**src/rtl/hfw_pkg.sv**
```systemverilog
package hfw_pkg;

  typedef enum logic [2:0] {
    CLS_ZERO,
    CLS_SUB,
    CLS_NORM,
    CLS_INF,
    CLS_NAN
  } hcls_e;

endpackage

```
**src/rtl/hfw_lzc.sv**
```systemverilog
module hfw_lzc #(
  parameter int W  = 10,
  localparam int CW = $clog2(W)
) (
  input  logic [W-1:0]  vec,
  output logic [CW-1:0] lz,
  output logic          all_zero
);

  logic [CW-1:0] top_idx;

  // Scanning upward lets the highest set bit win.
  always_comb begin
    top_idx = '0;
    for (int i = 0; i < W; i++) begin
      if (vec[i]) top_idx = CW'(i);
    end
  end

  assign all_zero = (vec == '0);
  assign lz       = CW'(W - 1) - top_idx;

endmodule

```
**src/rtl/hfw_classify.sv**
```systemverilog
module hfw_classify
  import hfw_pkg::*;
#(
  parameter int HE = 5,
  parameter int HF = 10,
  localparam int HW = 1 + HE + HF
) (
  input  logic [HW-1:0] operand,
  input  logic          alt_mode,
  output logic          sign,
  output logic [HE-1:0] exp_f,
  output logic [HF-1:0] frac_f,
  output hcls_e         cls
);

  assign sign   = operand[HW-1];
  assign exp_f  = operand[HW-2:HF];
  assign frac_f = operand[HF-1:0];

  always_comb begin
    if (exp_f == '0) begin
      cls = (frac_f == '0) ? CLS_ZERO : CLS_SUB;
    end else if (exp_f == '1 && !alt_mode) begin
      cls = (frac_f == '0) ? CLS_INF : CLS_NAN;
    end else begin
      cls = CLS_NORM;
    end
  end

endmodule

```
**src/rtl/hfw_assemble.sv**
```systemverilog
module hfw_assemble
  import hfw_pkg::*;
#(
  parameter int HE = 5,
  parameter int HF = 10,
  parameter int SE = 8,
  parameter int SF = 23,
  localparam int CW      = $clog2(HF),
  localparam int SW      = 1 + SE + SF,
  localparam int PAD     = SF - HF,
  localparam int EXP_OFF = ((1 << (SE - 1)) - 1) - ((1 << (HE - 1)) - 1)
) (
  input  logic          sign,
  input  logic [HE-1:0] exp_f,
  input  logic [HF-1:0] frac_f,
  input  hcls_e         cls,
  input  logic [CW-1:0] lz,
  output logic [SW-1:0] word,
  output logic          invalid
);

  logic [HF-1:0] sub_frac;
  logic [SE-1:0] sub_exp;
  logic [SE-1:0] norm_exp;

  // Shifting one place past the leading one drops the hidden bit.
  assign sub_frac = frac_f << (lz + 1'b1);
  assign sub_exp  = SE'(EXP_OFF) - SE'(lz);
  assign norm_exp = SE'(exp_f) + SE'(EXP_OFF);

  always_comb begin
    invalid = 1'b0;
    unique case (cls)
      CLS_ZERO: word = {sign, {(SW-1){1'b0}}};
      CLS_SUB:  word = {sign, sub_exp, sub_frac, {PAD{1'b0}}};
      CLS_INF:  word = {sign, {SE{1'b1}}, {SF{1'b0}}};
      CLS_NAN: begin
        word    = {sign, {SE{1'b1}}, 1'b1, frac_f[HF-2:0], {PAD{1'b0}}};
        invalid = ~frac_f[HF-1];
      end
      default:  word = {sign, norm_exp, frac_f, {PAD{1'b0}}};
    endcase
  end

endmodule

```
**src/rtl/hfw_widen.sv**
```systemverilog
module hfw_widen
  import hfw_pkg::*;
#(
  parameter int HE = 5,
  parameter int HF = 10,
  parameter int SE = 8,
  parameter int SF = 23,
  localparam int HW = 1 + HE + HF,
  localparam int SW = 1 + SE + SF,
  localparam int CW = $clog2(HF)
) (
  input  logic          clk,
  input  logic          rst,
  input  logic [HW-1:0] half_in,
  input  logic          alt_mode,
  output logic [SW-1:0] word_out,
  output logic          invalid_out
);

  logic          sign;
  logic [HE-1:0] exp_f;
  logic [HF-1:0] frac_f;
  hcls_e         cls;
  logic [CW-1:0] lz;
  logic          frac_zero;
  logic [SW-1:0] word_nxt;
  logic          inv_nxt;

  hfw_classify #(.HE(HE), .HF(HF)) i_classify (
    .operand  (half_in),
    .alt_mode (alt_mode),
    .sign     (sign),
    .exp_f    (exp_f),
    .frac_f   (frac_f),
    .cls      (cls)
  );

  hfw_lzc #(.W(HF)) i_lzc (
    .vec      (frac_f),
    .lz       (lz),
    .all_zero (frac_zero)
  );

  hfw_assemble #(.HE(HE), .HF(HF), .SE(SE), .SF(SF)) i_assemble (
    .sign    (sign),
    .exp_f   (exp_f),
    .frac_f  (frac_f),
    .cls     (cls),
    .lz      (lz),
    .word    (word_nxt),
    .invalid (inv_nxt)
  );

  always_ff @(posedge clk) begin
    if (rst) begin
      word_out    <= '0;
      invalid_out <= 1'b0;
    end else begin
      word_out    <= word_nxt;
      invalid_out <= inv_nxt & ~frac_zero;
    end
  end

endmodule

```
**config.mk**
```make
export PLATFORM = sky130hd
export DESIGN_NAME = hfw_widen
export DESIGN_NICKNAME = d
export VERILOG_FILES = /design/src/rtl/hfw_pkg.sv /design/src/rtl/hfw_lzc.sv /design/src/rtl/hfw_classify.sv /design/src/rtl/hfw_assemble.sv /design/src/rtl/hfw_widen.sv
export SDC_FILE = /design/constraint.sdc
export NUM_CORES = 1
export LEC_CHECK = 0
export BUFFER_PORTS_ARGS = -buffer_cell sky130_fd_sc_hd__clkbuf_2
export CAP_MARGIN = 20
export CORE_MARGIN = 4
export CORE_UTILIZATION = 34
export DETAILED_ROUTE_END_ITERATION = 10
export PLACE_DENSITY_LB_ADDON = 0.15
export REMOVE_ABC_BUFFERS = 1
export SLEW_MARGIN = 10
export SYNTH_ARGS = -nofsm -noshare
export SYNTH_HDL_FRONTEND = slang
export SYNTH_SLANG_ARGS = --single-unit
```
**constraint.sdc**
```tcl
create_clock -name clk -period 5.58 [get_ports clk]
set_input_delay 0.837 -clock clk [delete_from_list [all_inputs] [get_ports clk]]
set_output_delay 0.837 -clock clk [all_outputs]
set_load 0.02 [all_outputs]
```
==> results.txt <==
The flow ran to the end, and the final reports show no timing, DRC or antenna violations. The clock passes through at most 2 buffers. Summing over every cut layer, the via total after detailed routing is 1390. The leakage power of the design was 0.7378 nW. The fraction of power spent switching nets was 0.3587. The complex-gate fraction of the synthesized area is 0.2634, and the post-route fraction of the period consumed by the critical path is 0.6295. The proportion of power drawn by combinational gates was 0.356.

The H-tree depth was 1; the count of flip-flops with a built-in enable after synthesis was 0. The clock transition at the register clock pins on the worst setup and hold paths after CTS was 0.06 ns; the initial antenna violation count was 0. A synthesized cell averages 8.286 µm².

During I/O placement, the number of pins put on the boundary was 52. In the synthesized netlist, the number of instances is 180. The synthesized design spends more area on one cell type than any other, namely dfxtp_1. The height of the die is 74.23 µm. The share of layout cells above drive strength 1 is 0.2488, and the final cell utilization of the core is 0.4016. The all-layer global routing usage is 0.1475. The number of antenna diodes in the final layout is 0. During placement, the flow inserted port buffers numbering 38. By area, the combinational part of the netlist is dominated by compound AO/OA/AOI/OAI gates.

The type of destination of the critical path is a register. For this design the total switching power over the nets is 133.2 µW. The number of different library cells used by synthesis comes to 55.

Based on the critical path, the design can be clocked at up to 0.2847 GHz. Setup violations remaining at the end of the flow were counted as 0. The post-synthesis share of cell area spent on and, or, nand and nor gates is 0.2408. Setup repair after global routing left no endpoint under its margin.

The portion of netlist area occupied by mux cells was 0.02097. The layout filler cell count was 444. In this run, synthesis produced a sequential element count of 19. For the final critical-path setup slack, the log shows 2.067 ns.

TritonCTS built the clock tree. Relative to the synthesized area, the layout overhead comes to 10.82%. Entering global routing, the biggest net connects 21 pins. The floorplan die area is 5510 µm², and the clock net sink count is 19. At the end of routability-driven placement, the weighted congestion stood at 0.9335.

The floorplan die width is 74.23 µm. The sum of negative setup slack is 0 ns, and the count of instances resized after the clock tree is built is 0. For the wire length of the first global-routing pass, the log shows 6341 µm. The final cell count without fillers was 259; the portion of total power attributed to sequential cells was 0.390.

The number of nets in the layout is 234, and the top-area cell type share of the netlist area is 0.2550. The xor and xnor fraction of the mapped netlist area came out at 0.03523. Start-to-end type of the worst setup path: input pin to register.

The logs give 0 for the number of warning messages in the yosys log and 0.4273 for the relative slew slack. The design draws 371.4 µW. The measured slew at the worst slew-check pin works out to 0.8529 ns. The largest driver fanout on the critical path is 11, and the data arrival at the endpoint of the critical path is 3.72 ns. The first-iteration detailed-routing DRC count was 157; the max-capacitance violation count was 0. The floorplan step defined a core boundary enclosing 4115 µm². Once placement completed, the tool counted placed cells totaling 255. The number of global-route vias before repair is 1282. The starting density of the core is 0.3624. Detailed placement ended at an HPWL of 3010 µm. After synthesis the cells add up to 1491 µm². Dividing the detail-routed via count by the number of cells gives 5.367. The tools report the number of hold-slack violations in the final timing report as 0. OpenSTA, run right after detailed placement, puts the worst setup slack at 1.893 ns. The run gives 0.254 as the clock network fraction of design power. By count the netlist is led by 19 x dfxtp_1, 17 x buf_4, 17 x nor2_1. The pre-antenna-repair detailed-routing pass consisted of 4 iterations. Most used flip-flop cell after synthesis: dfxtp_1. For this run, design rule violations remaining after detail routing come to 0. The number of slew-limit violations in the final report came out at 0.

The power density relative to cell area is 224.7 nW/µm². Row generation in the floorplan step produced 23 rows. The post-detailed-routing wire length came out at 3824 µm. The logs give 0.06856 mV for the worst ir drop on vdd and 0 for the residual overflow from global routing. After detailed routing, the average wire length per cell comes to 14.76 µm. STA puts the critical path data required time at 5.78 ns. By area the synthesized netlist is led by dfxtp_1 26%, buf_4 8.6%, nor2_1 4.3%, ha_1 4.2%, a21oi_1 3.4%.

The hold-fix buffer count after cts came out at 0. The part of the Yosys area used for sequential elements was 0.2550; the post-synthesis adder-cell area fraction was 0.04195. The most common cell in the synthesized netlist is dfxtp_1. The number of setup buffers added after CTS is 0. The internal power came out at 238.2 µW. The type of element launching the critical path was an input pin. The fraction of registers with async set or reset after synthesis was 0; the number of buffers inserted during clock tree synthesis was 3.

Subtracting the final worst setup slack from the clock period gives 3.513 ns. The count of nets left with antenna violations once routing finished came out at 0. The cell chosen for the clock root is clkbuf_8.

The tightest min-delay check is of the input pin to register type.
## critical path: stages
cell      delay, ns
clkbuf_2       0.13
nand2b_1       0.19
a2111o_1       0.51
nand2_4        0.15
inv_1          0.10
ha_1           0.24
xnor2_1        0.70
a211oi_1       0.11
a32o_1         0.25
nor4b_1        0.31
or3_1          0.16
## layout by cell type, fill, tap and decap left out, drive strengths merged, types with 4 or more instances in the layout
master,instances
nand3,4
nor2,17
nand2,14
ha,5
clkbuf,41
a21oi,10
nor2b,5
a211oi,6
inv,7
a22o,4
nand2b,4
conb,13
dfxtp,19
## metrics by stage
step | area, µm² | hold WS (ns)
final | 1653 | 0.7901
after global routing | 1653 | 0.8370
after CTS | 1653 | 0.7911
after detailed placement | 1607 | 1.052
after global placement | 1607 | 1.066
after floorplan | 1354 | 0.9061
## layer usage
metal  track usage  wire length (µm)  up-vias
li1              -                 -      690
met1        0.2195              1819      627
met2        0.2215              1604       68
met3       0.01216               342        5
met4       0.05336                58        0
met5             0                 0        -
## cells by family after synthesis
family          count (synthesis)
fa+ha+maj                       5
buf+inv                        32
simple gates                   63
xor+xnor                        6
compound gates                 51
mux                             3
other cells                     1
flops                          19
## worst paths after layout
check / startpoint / slack, ns / cells past startpoint / endpoint
max: half_in[2] / 2.07 / 11 / word_out[22]
min: half_in[15] / 0.79 / 2 / word_out[31]
## flip-flops by register name (all words and copies together), names as in the netlist
name         flops
word_out        18
invalid_out      1
## area by class of cell
class                           count  area [µm²]  area share
Multi-Input combinational cell    141       947.2      0.5730
Sequential cell                    19       380.4      0.2301
Timing Repair Buffer               38       190.2      0.1151
Tap cell                           50       62.56     0.03785
Clock buffer                        3       41.29     0.02498
Inverter                            7       26.28     0.01590
Clock inverter                      1       5.005    0.003028
## power groups by stage
| stage | registers [mW] | logic [mW] | clock network (mW) |
|---|---|---|---|
| after floorplan | 0.159 | 0.0789 | 0 |
| after global placement | 0.148 | 0.133 | 0 |
| after detailed placement | 0.148 | 0.131 | 0 |
| after CTS | 0.145 | 0.131 | 0.0976 |
| after global routing | 0.146 | 0.146 | 0.100 |
| final | 0.145 | 0.132 | 0.0943 |
Note: power is estimated with default switching activity, not from simulation.
